===== config.mk =====
export PLATFORM = sky130hd
export DESIGN_NAME = tmr_irq_arbiter
export DESIGN_NICKNAME = d
export VERILOG_FILES = /design/src/rtl/tmr_irq_pkg.sv /design/src/rtl/tmr_irq_regs.sv /design/src/rtl/tmr_irq_pick.sv /design/src/rtl/tmr_irq_gate.sv /design/src/rtl/tmr_irq_arbiter.sv
export SDC_FILE = /design/constraint.sdc
export NUM_CORES = 1
export LEC_CHECK = 0
export BUFFER_PORTS_ARGS = -buffer_cell sky130_fd_sc_hd__buf_2
export CORE_MARGIN = 2
export CORE_UTILIZATION = 59
export DETAILED_ROUTE_END_ITERATION = 16
export HOLD_SLACK_MARGIN = 0.06
export PLACE_DENSITY = 0.81
export SLEW_MARGIN = 10
export SYNTH_ARGS = -nofsm -noshare
export SYNTH_HDL_FRONTEND = slang
export SYNTH_SLANG_ARGS = --single-unit

===== constraint.sdc =====
create_clock -name clk -period 1.7 [get_ports clk]
set_input_delay 0.17 -clock clk [delete_from_list [all_inputs] [get_ports clk]]
set_output_delay 0.17 -clock clk [all_outputs]
set_load 0.03 [all_outputs]

===== src/rtl/tmr_irq_pkg.sv =====
package tmr_irq_pkg;
  localparam int unsigned ADDR_W = 4;
  localparam int unsigned LVL_W  = 3;
  localparam int unsigned DATA_W = 8;
  // byte address bases, each group holds consecutive bytes, one per channel pair
  localparam logic [ADDR_W-1:0] FLAG_BASE = 4'h0;
  localparam logic [ADDR_W-1:0] ENA_BASE  = 4'h4;
  localparam logic [ADDR_W-1:0] LVL_BASE  = 4'h8;
  // bit positions inside flag/enable bytes
  localparam int unsigned BIT_A_EVEN = 3;
  localparam int unsigned BIT_B_EVEN = 2;
  localparam int unsigned BIT_A_ODD  = 7;
  localparam int unsigned BIT_B_ODD  = 6;
  // low bit of the level field inside a priority byte
  localparam int unsigned LVL_LO_EVEN = 0;
  localparam int unsigned LVL_LO_ODD  = 4;
endpackage


===== src/rtl/tmr_irq_regs.sv =====
module tmr_irq_regs
  import tmr_irq_pkg::*;
#(
  parameter int unsigned NUM_CH = 6
) (
  input  logic                    clk,
  input  logic                    rst_n,
  input  logic [NUM_CH-1:0]       match_a,
  input  logic [NUM_CH-1:0]       match_b,
  input  logic [ADDR_W-1:0]       reg_addr,
  input  logic                    reg_wr,
  input  logic [DATA_W-1:0]       reg_wdata,
  output logic [DATA_W-1:0]       reg_rdata,
  output logic [NUM_CH-1:0]       flag_a,
  output logic [NUM_CH-1:0]       flag_b,
  output logic [NUM_CH-1:0]       en_a,
  output logic [NUM_CH-1:0]       en_b,
  output logic [NUM_CH*LVL_W-1:0] lvl
);

  logic [NUM_CH-1:0]       flag_a_nx, flag_b_nx;
  logic [NUM_CH-1:0]       en_a_nx, en_b_nx;
  logic [NUM_CH-1:0]       en_we, lvl_we;
  logic [NUM_CH*LVL_W-1:0] lvl_nx;

  for (genvar c = 0; c < NUM_CH; c++) begin : g_ch
    localparam bit          ODD  = (c % 2) == 1;
    localparam int unsigned BA   = ODD ? BIT_A_ODD : BIT_A_EVEN;
    localparam int unsigned BB   = ODD ? BIT_B_ODD : BIT_B_EVEN;
    localparam int unsigned LL   = ODD ? LVL_LO_ODD : LVL_LO_EVEN;
    localparam logic [ADDR_W-1:0] A_FLAG = ADDR_W'(FLAG_BASE + c / 2);
    localparam logic [ADDR_W-1:0] A_ENA  = ADDR_W'(ENA_BASE + c / 2);
    localparam logic [ADDR_W-1:0] A_LVL  = ADDR_W'(LVL_BASE + c / 2);

    logic clr_a, clr_b;

    always_comb begin
      clr_a        = reg_wr && (reg_addr == A_FLAG) && reg_wdata[BA];
      clr_b        = reg_wr && (reg_addr == A_FLAG) && reg_wdata[BB];
      // a match arriving with a clear keeps the flag set
      flag_a_nx[c] = (flag_a[c] & ~clr_a) | match_a[c];
      flag_b_nx[c] = (flag_b[c] & ~clr_b) | match_b[c];
      en_we[c]     = reg_wr && (reg_addr == A_ENA);
      en_a_nx[c]   = reg_wdata[BA];
      en_b_nx[c]   = reg_wdata[BB];
      lvl_we[c]    = reg_wr && (reg_addr == A_LVL);
      lvl_nx[c*LVL_W +: LVL_W] = reg_wdata[LL +: LVL_W];
    end

    always_ff @(posedge clk or negedge rst_n) begin
      if (!rst_n) begin
        flag_a[c] <= 1'b0;
        flag_b[c] <= 1'b0;
      end else begin
        flag_a[c] <= flag_a_nx[c];
        flag_b[c] <= flag_b_nx[c];
      end
    end

    always_ff @(posedge clk or negedge rst_n) begin
      if (!rst_n) begin
        en_a[c] <= 1'b0;
        en_b[c] <= 1'b0;
      end else if (en_we[c]) begin
        en_a[c] <= en_a_nx[c];
        en_b[c] <= en_b_nx[c];
      end
    end

    always_ff @(posedge clk or negedge rst_n) begin
      if (!rst_n) begin
        lvl[c*LVL_W +: LVL_W] <= '0;
      end else if (lvl_we[c]) begin
        lvl[c*LVL_W +: LVL_W] <= lvl_nx[c*LVL_W +: LVL_W];
      end
    end
  end

  // combinational read mux
  always_comb begin
    reg_rdata = '0;
    for (int c = 0; c < NUM_CH; c++) begin
      if (reg_addr == ADDR_W'(FLAG_BASE + c / 2)) begin
        reg_rdata[(c % 2) ? BIT_A_ODD : BIT_A_EVEN] = flag_a[c];
        reg_rdata[(c % 2) ? BIT_B_ODD : BIT_B_EVEN] = flag_b[c];
      end
      if (reg_addr == ADDR_W'(ENA_BASE + c / 2)) begin
        reg_rdata[(c % 2) ? BIT_A_ODD : BIT_A_EVEN] = en_a[c];
        reg_rdata[(c % 2) ? BIT_B_ODD : BIT_B_EVEN] = en_b[c];
      end
      if (reg_addr == ADDR_W'(LVL_BASE + c / 2)) begin
        reg_rdata[((c % 2) ? LVL_LO_ODD : LVL_LO_EVEN) +: LVL_W] = lvl[c*LVL_W +: LVL_W];
      end
    end
  end

endmodule


===== src/rtl/tmr_irq_pick.sv =====
module tmr_irq_pick
  import tmr_irq_pkg::*;
#(
  parameter int unsigned NUM_CH = 6,
  parameter int unsigned SRC_W  = $clog2(2 * NUM_CH)
) (
  input  logic [NUM_CH-1:0]       flag_a,
  input  logic [NUM_CH-1:0]       flag_b,
  input  logic [NUM_CH-1:0]       en_a,
  input  logic [NUM_CH-1:0]       en_b,
  input  logic [NUM_CH*LVL_W-1:0] lvl,
  output logic                    win_valid,
  output logic [SRC_W-1:0]        win_src,
  output logic [LVL_W-1:0]        win_lvl
);

  logic [NUM_CH-1:0] pend_a, pend_b;

  for (genvar c = 0; c < NUM_CH; c++) begin : g_pend
    assign pend_a[c] = flag_a[c] & en_a[c] & (lvl[c*LVL_W +: LVL_W] != '0);
    assign pend_b[c] = flag_b[c] & en_b[c] & (lvl[c*LVL_W +: LVL_W] != '0);
  end

  // scan order: channel ascending, B before A; only a strictly higher level
  // displaces an earlier candidate, which yields both tie-break rules
  always_comb begin
    logic             p;
    logic [LVL_W-1:0] l;
    win_valid = 1'b0;
    win_src   = '0;
    win_lvl   = '0;
    for (int c = 0; c < NUM_CH; c++) begin
      l = lvl[c*LVL_W +: LVL_W];
      for (int s = 1; s >= 0; s--) begin
        p = (s == 1) ? pend_b[c] : pend_a[c];
        if (p && (!win_valid || (l > win_lvl))) begin
          win_valid = 1'b1;
          win_lvl   = l;
          win_src   = SRC_W'(2 * c + s);
        end
      end
    end
  end

endmodule


===== src/rtl/tmr_irq_gate.sv =====
module tmr_irq_gate
  import tmr_irq_pkg::*;
(
  input  logic             req_valid,
  input  logic [LVL_W-1:0] req_level,
  input  logic             cpu_ie,
  input  logic [LVL_W-1:0] cpu_level,
  output logic             cpu_irq
);

  always_comb begin
    cpu_irq = req_valid && cpu_ie && (req_level > cpu_level);
  end

endmodule


===== src/rtl/tmr_irq_arbiter.sv =====
module tmr_irq_arbiter
  import tmr_irq_pkg::*;
#(
  parameter int unsigned NUM_CH = 6,
  localparam int unsigned SRC_W = $clog2(2 * NUM_CH)
) (
  input  logic              clk,
  input  logic              rst_n,
  input  logic [NUM_CH-1:0] match_a,
  input  logic [NUM_CH-1:0] match_b,
  input  logic [ADDR_W-1:0] reg_addr,
  input  logic              reg_wr,
  input  logic [DATA_W-1:0] reg_wdata,
  output logic [DATA_W-1:0] reg_rdata,
  input  logic              cpu_ie,
  input  logic [LVL_W-1:0]  cpu_level,
  output logic              req_valid,
  output logic [SRC_W-1:0]  req_src,
  output logic [LVL_W-1:0]  req_level,
  output logic              cpu_irq
);

  logic [1:0]              rst_pipe;
  logic                    rst_q;
  logic [NUM_CH-1:0]       flag_a, flag_b, en_a, en_b;
  logic [NUM_CH*LVL_W-1:0] lvl;
  logic                    win_valid;
  logic [SRC_W-1:0]        win_src;
  logic [LVL_W-1:0]        win_lvl;
  logic                    req_valid_nx;
  logic [SRC_W-1:0]        req_src_nx;
  logic [LVL_W-1:0]        req_level_nx;

  // asynchronous assertion, synchronous release
  always_ff @(posedge clk or negedge rst_n) begin
    if (!rst_n) rst_pipe <= 2'b00;
    else        rst_pipe <= {rst_pipe[0], 1'b1};
  end
  assign rst_q = rst_pipe[1];

  tmr_irq_regs #(.NUM_CH(NUM_CH)) regs_i (
    .clk       (clk),
    .rst_n     (rst_q),
    .match_a   (match_a),
    .match_b   (match_b),
    .reg_addr  (reg_addr),
    .reg_wr    (reg_wr),
    .reg_wdata (reg_wdata),
    .reg_rdata (reg_rdata),
    .flag_a    (flag_a),
    .flag_b    (flag_b),
    .en_a      (en_a),
    .en_b      (en_b),
    .lvl       (lvl)
  );

  tmr_irq_pick #(.NUM_CH(NUM_CH), .SRC_W(SRC_W)) pick_i (
    .flag_a    (flag_a),
    .flag_b    (flag_b),
    .en_a      (en_a),
    .en_b      (en_b),
    .lvl       (lvl),
    .win_valid (win_valid),
    .win_src   (win_src),
    .win_lvl   (win_lvl)
  );

  always_comb begin
    req_valid_nx = win_valid;
    req_src_nx   = win_src;
    req_level_nx = win_lvl;
  end

  always_ff @(posedge clk or negedge rst_q) begin
    if (!rst_q) begin
      req_valid <= 1'b0;
      req_src   <= '0;
      req_level <= '0;
    end else begin
      req_valid <= req_valid_nx;
      req_src   <= req_src_nx;
      req_level <= req_level_nx;
    end
  end

  tmr_irq_gate gate_i (
    .req_valid (req_valid),
    .req_level (req_level),
    .cpu_ie    (cpu_ie),
    .cpu_level (cpu_level),
    .cpu_irq   (cpu_irq)
  );

endmodule


==> metrics, run 1 <==
status=did not finish; stopping stage=global routing; Error Message=[ERROR DPL-0038] Utilization greater than 100%, impossible to legalize; Yosys Warn Count=0; clk sinks=52; Die Y=84.7 um; FF+latch count, synth=52; Top Ports=48; IO Port Bufs=47; Placer Congestion=0.950; TritonCTS Buffers=5; die width=84.7 um; root buffer cell=clkbuf_8; Starting Density=60.8%; CTS H-tree depth=2; Worst Endpoint after GRT Repair=req_src[2]$_DFF_PN0_/D; synth top area cells=dfrtp_1 34%, mux2_2 9.1%, ha_1 8.5%, nand2_1 5.1%, mux2i_1 4.7%; Distinct cells, synth=56; Mapped Cells=426; largest net degree at the start of global routing=32; Worst EP Category=sequential cell input; area leader, netlist=dfrtp_1; FP Rows=29; placed inst area=0.00535 sq mm; synthesized area per cell=9.01 sq um; post-DP HPWL=9740 um; CTS max path bufs=2; top cell type's share of synthesized area=33.9%; sequential area share after synthesis=33.9%; Mapped Area=0.00384 sq mm; syn nets=483
## synth_stat cells (all sizes together)
cell,number
o31ai,4
and3,4
or3,6
nand4,1
nor3b,2
nand3b,2
mux2i,18
ha,26
nand2,53
a211oi,3
mux4,1
o21a,3
o221ai,1
nor2b,12
a21oi,26
o21ai,33
clkbuf,9
or2,3
nor3,5
a221oi,3
nand2b,6
a31oi,2
o311ai,2
a31o,1
o22ai,5
a22oi,2
and2,2
inv,24
mux2,32
a21boi,2
conb,1
a2111oi,1
o311a,1
dfrtp,52
a21o,18
or3b,1
nor2,29
buf,4
a311oi,2
nand3,16
a22o,2
o21bai,3
o211ai,3
## cells by family after synthesis
logic type / count (synthesis) / share of synthesized area (%)
and+or+nand+nor: 142 / 17.4
AOI/OAI and AO/OA: 117 / 21.7
DFF: 52 / 33.9
muxes: 51 / 14.7
buffers and inverters: 37 / 3.65
adders and majority gates: 26 / 8.48
other: 1 / 0.0977
## metrics by stage
step                setup slack (ns)  std cells
floorplan                     -11.84        426
global placement              -11.57        667
detailed placement            -12.09        667
CTS                           -11.63        718
## repair_timing
item,4_1_cts
endpoints found under the setup margin,13
endpoints found under the hold margin,14
pin swaps,55
hold buffers,13
resized for setup,44
setup buffers,33
==> run 2, diff against run 1 <==
--- a/config.mk
+++ b/config.mk
@@ -7,10 +7,9 @@
 export LEC_CHECK = 0
 export BUFFER_PORTS_ARGS = -buffer_cell sky130_fd_sc_hd__buf_2
 export CORE_MARGIN = 2
-export CORE_UTILIZATION = 59
+export CORE_UTILIZATION = 40
 export DETAILED_ROUTE_END_ITERATION = 16
-export HOLD_SLACK_MARGIN = 0.06
-export PLACE_DENSITY = 0.81
+export PLACE_DENSITY_LB_ADDON = 0.15
 export SLEW_MARGIN = 10
 export SYNTH_ARGS = -nofsm -noshare
 export SYNTH_HDL_FRONTEND = slang
==> metrics, run 2 <==
status=finished, violations left; violated checks=setup timing; fin util=68.4%; Detail Route Antenna Nets=0; Placer Congestion=0.893; Post-synth EDFFs=0; pwr dens=2460 mW/mm^2; vias in the first global route=4197; top cell type's share of synthesized area=33.9%; Clock Pin Slew Worst Setup and Hold Paths=0.11 ns; clk sinks=52; commonest non-fill, non-tap cell in the layout=buf_4; synth top area cells=dfrtp_1 34%, mux2_2 9.1%, ha_1 8.5%, nand2_1 5.1%, mux2i_1 4.7%; Period minus WS final=13.49 ns; ANT cells=0; syn nets=483; fraction of registers with async set/reset=100%; Worst path max stage delay=0.40 ns; Starting Density=41.3%; Avg WL per Cell=16.5 um; Synth-to-Final Area Change=65.4%; Worst VDD drop=0.00110 V; WHS Endpoint=regs_i.flag_a[5]; Critical Path Fanout Max=5; Reg-to-Reg Start=regs_i.flag_b[0]; crit end category=flop; Post-Route WL=13000 um; fin nets=712; FF+latch count, synth=52; most used cell, CP=buf_4; Distinct cells, synth=56; final instance area=0.00635 sq mm; largest net degree at the start of global routing=35; Die Y=102 um; FP Rows=35; Main synth FF type=dfrtp_1; leakage=2.97 nW; Mapped Cells=426; Core ar.=0.00928 sq mm; via count=4078; placed inst area=0.00546 sq mm; CTS max path bufs=2; CTS H-tree depth=2; crit start category=flop; Max Clock Skew=0.0158 ns; synthesized area per cell=9.01 sq um; TritonCTS Buffers=5; max reg flops=18; Worst Path Required=1.95 ns; worst hold-check slack=0.0312 ns; drt first pass iters=5; fill count=733; Setup Crit Path Kind=reg2reg; worst hold path class=in2reg; fin crit share=793%; Commonest cells post-synth=52 x dfrtp_1, 52 x nand2_1, 31 x mux2_2; vias per cell=5.19; post-DP HPWL=9670 um; All-Layer GR Usage=25.4%; IO Port Bufs=47; die area=0.0104 sq mm; drt drc=0; die width=102 um; 1st-iter DRT viols=221; fraction of layout cells with a size suffix above 1=55.9%; final hold vios=0; most frequent cells in the layout=178 x buf_4, 51 x dfrtp_1, 46 x nand2_1; root buffer cell=clkbuf_8; worst reg-to-reg setup slack=-11.79 ns; RR Endpoint=req_src[2]; Top Ports=48; worst skew pair latency=0.31 ns; f_max=0.0742 GHz; Yosys Warn Count=0; hold path startpoint=match_a[5]; Max Slew Vio Count=0; first-pass GRT wire length=20500 um; min setup slack post-route=-11.79 ns; Max Cap Violations=0; sequential area share after synthesis=33.9%; hold path depth=2; clock tree from TritonCTS=built; Mapped Area=0.00384 sq mm; Largest Register=regs_i.lvl; Arr. time, crit path=13.73 ns; Final Power=15.6 mW; final setup violation count=12; initial antenna violation count=0; unrepaired setup endpoints after global routing=yes; area leader, netlist=dfrtp_1; grt ovf=0; Crit-path slowest cell=dfrtp_1; Worst Reg-to-Reg Cells=81
[run 2: area by class of cell]
type | count | area, sq um | area share (%)
clock inverter | 2 | 38.8 | 0.611
inverter | 24 | 90.1 | 1.42
tap | 129 | 161 | 2.54
timing repair buffer | 235 | 1740 | 27.4
sequential | 52 | 1300 | 20.5
multi-input combinational | 337 | 2930 | 46.2
clock buffer | 6 | 82.6 | 1.30
[run 2: worst max path at each step]
stage / endpoint / startpoint / cells after the start
6_report: req_src[2] / regs_i.flag_b[0] / 81
2_1_floorplan: req_src[2] / regs_i.en_b[0] / 76
3_5_place_dp: req_src[2] / regs_i.en_b[0] / 75
3_3_place_gp: req_src[2] / regs_i.en_b[0] / 75
4_1_cts: req_src[2] / regs_i.flag_b[0] / 77
5_1_grt: req_src[2] / regs_i.flag_b[0] / 79
[run 2: logic make-up (layout without fill, tap and decap cells)]
group | after synthesis | after routing | synth area share, %
compound gates | 117 | 117 | 21.7
fa+ha+maj | 26 | 26 | 8.48
buf+inv | 37 | 267 | 3.65
flops | 52 | 52 | 33.9
mux | 51 | 51 | 14.7
other cells | 1 | 1 | 0.0977
simple gates | 142 | 142 | 17.4
[run 2: where the power goes]
group / leakage [nW] / internal [mW] / switching, mW / total [mW]
Clock: 0.0614 / 0.483 / 0.451 / 0.933
Sequential: 0.587 / 1.53 / 0.182 / 1.71
Combinational: 2.32 / 7.28 / 5.72 / 13.0
Total: 2.97 / 9.29 / 6.35 / 15.6
[run 2: stage by stage]
stage	setup WS, ns	std cells	TNS (ns)
6_report	-11.79	785	-82.99
3_5_place_dp	-12.03	725	-84.25
5_1_grt	-12.58	785	-89.10
2_1_floorplan	-11.84	426	-81.67
4_1_cts	-11.58	774	-81.77
3_3_place_gp	-11.66	725	-81.67
[run 2: timing repair]
action,CTS,global route
pin swaps,42,14
endpoints found under the setup margin,14,16
hold buffers,1,0
gates resized for setup,48,45
setup buffers,43,12
hold endpoints to repair,2,0
[run 2: per-layer routing]
layer | global-route usage (%) | wire (um) | vias up
met5 | 0 | 0 | -
met4 | 8.72 | 320 | 0
met3 | 3.08 | 548 | 26
met2 | 42.5 | 6320 | 100
met1 | 34.1 | 5790 | 1956
li1 | - | - | 1996
[run 2: critical path: cells and delay by family (launching register included)]
family                   cells  cell delay (ns)
AO/OA/AOI/OAI               31             4.64
flip-flops                   1             0.40
AND/OR/NAND/NOR             14             1.95
buffers and inverters       21             2.51
multiplexers                 7             1.95
adder cells (fa/ha/maj)      8             2.02
No activity file was read; power rests on OpenSTA's default activity.
==> run 3, diff against run 2 <==
--- a/config.mk
+++ b/config.mk
@@ -7,7 +7,7 @@
 export LEC_CHECK = 0
 export BUFFER_PORTS_ARGS = -buffer_cell sky130_fd_sc_hd__buf_2
 export CORE_MARGIN = 2
-export CORE_UTILIZATION = 40
+export CORE_UTILIZATION = 45
 export DETAILED_ROUTE_END_ITERATION = 16
 export PLACE_DENSITY_LB_ADDON = 0.15
 export SLEW_MARGIN = 10
==> metrics, run 3 (synthesis gave the netlist of run 2 again) <==
status=finished, violations left; violated checks=setup timing; commonest non-fill, non-tap cell in the layout=buf_4; root buffer cell=clkbuf_8; most used cell, CP=buf_4; Seq. cell area=0.00130 sq mm; initial antenna violation count=0; FP Rows=33; post-DP HPWL=9340 um; Comb pwr share=83.4%; drt drc=0; Top Ports=48; Synth-to-Final Area Change=65.6%; multi-input logic area=0.00294 sq mm; fill count=539; final setup violation count=14; via count=4355; IO Port Bufs=47; Period minus WS final=13.70 ns; All-Layer GR Usage=30.2%; Avg WL per Cell=18.8 um; Largest Register=regs_i.lvl; ANT cells=0; worst skew pair latency=0.32 ns; grt ovf=0; Detail Route Antenna Nets=0; Clock power frac=5.3%; Max Cap Violations=0; first-pass GRT wire length=21500 um; crit start category=flop; Final Power=15.3 mW; CTS H-tree depth=2; fin crit share=806%; fraction of layout cells with a size suffix above 1=56.5%; Sequential Power Share=11.3%; fin nets=716; die area=0.00928 sq mm; die width=96.3 um; final hold vios=0; vias per cell=5.69; Worst path max stage delay=0.40 ns; max reg flops=18; Setup Crit Path Kind=reg2reg; TritonCTS Buffers=5; Max Clock Skew=0.00768 ns; Switch Pwr=6.47 mW; f_max=0.0730 GHz; unrepaired setup endpoints after global routing=yes; CTS max path bufs=2; Cell Int Power=8.84 mW; worst hold path class=in2reg; leakage=2.98 nW; Net Sw Frac=42.3%; pwr dens=2410 mW/mm^2; 1st-iter DRT viols=263; placed inst area=0.00541 sq mm; min setup slack post-route=-12.00 ns; clock tree from TritonCTS=built; Clock Pin Slew Worst Setup and Hold Paths=0.11 ns; largest net degree at the start of global routing=51; most frequent cells in the layout=179 x buf_4, 50 x dfrtp_1, 49 x nand2_1; Max Slew Vio Count=0; vias in the first global route=4373; Core ar.=0.00826 sq mm; Critical Path Fanout Max=4; Placer Congestion=0.905; Worst VDD drop=0.00102 V; Starting Density=46.5%; Crit-path slowest cell=dfrtp_1; Die Y=96.3 um; crit end category=flop; clk sinks=52; Worst Path Required=1.94 ns; final instance area=0.00635 sq mm; drt first pass iters=5; Arr. time, crit path=13.94 ns; DP Worst Slack=-12.12 ns; Post-Route WL=14400 um
## run 3: cell type report
class / count / area share [%]
Multi-Input combinational cell: 337 / 46.2
Clock inverter: 2 / 0.276
Inverter: 24 / 1.42
Sequential cell: 52 / 20.5
Clock buffer: 6 / 1.30
Tap cell: 105 / 2.07
Timing Repair Buffer: 239 / 28.2
## run 3: repair_timing
item | CTS | global route
setup buffers | 45 | 15
pin swaps | 56 | 14
setup endpoints to repair | 13 | 17
hold buffers | 1 | 0
hold endpoints to repair | 2 | 0
gates resized for setup | 55 | 43
## run 3: worst max-delay path, delay by kind of cell, from the launching register on
kind	cells	cell delay, ns
AO/OA/AOI/OAI	29	4.26
adder cells (fa/ha/maj)	8	1.91
buffers and inverters	17	2.08
flip-flops	1	0.40
multiplexers	8	2.48
AND/OR/NAND/NOR	16	2.46
## run 3: power groups by stage
stage | clock network (mW) | logic (mW) | registers [mW]
after floorplan | 0 | 5.54 | 1.94
after global placement | 0 | 8.93 | 1.71
after detailed placement | 0 | 9.19 | 1.72
after CTS | 0.814 | 11.3 | 1.71
after global routing | 0.863 | 13.7 | 1.76
final | 0.808 | 12.8 | 1.73
## run 3: worst paths after layout
check	from	to	slack (ns)	cells past startpoint
worst max-delay path	regs_i.flag_b[0]	req_src[2]	-12.00	78
worst min-delay path	match_a[2]	regs_i.flag_a[2]	0.02	2
worst max register to register	regs_i.flag_b[0]	req_src[2]	-12.00	78
worst min register to register	rst_pipe[1]	regs_i.en_b[5]	0.25	1
max in group asynchronous	rst_pipe[1]	regs_i.lvl[1]	1.20	1
min in group asynchronous	rst_n	rst_pipe[1]	0.16	2
## run 3: routing by layer
layer | routed length [um] | vias up | track usage, %
met5 | 0 | - | 0
met4 | 703 | 0 | 11.7
met3 | 880 | 65 | 3.84
met2 | 6920 | 198 | 50.3
met1 | 5900 | 2091 | 40.0
li1 | - | 2001 | -
## run 3: metrics by stage
stage	cells	utilization (%)	hold slack (ns)	setup TNS (ns)
3_3_place_gp	698	65.5	-0.0441	-83.06
3_5_place_dp	698	65.5	-0.0369	-84.89
6_report	765	76.9	0.0203	-85.08
4_1_cts	752	74.0	0.0195	-80.87
2_1_floorplan	426	-	-0.126	-81.67
5_1_grt	765	76.9	0.0201	-90.12
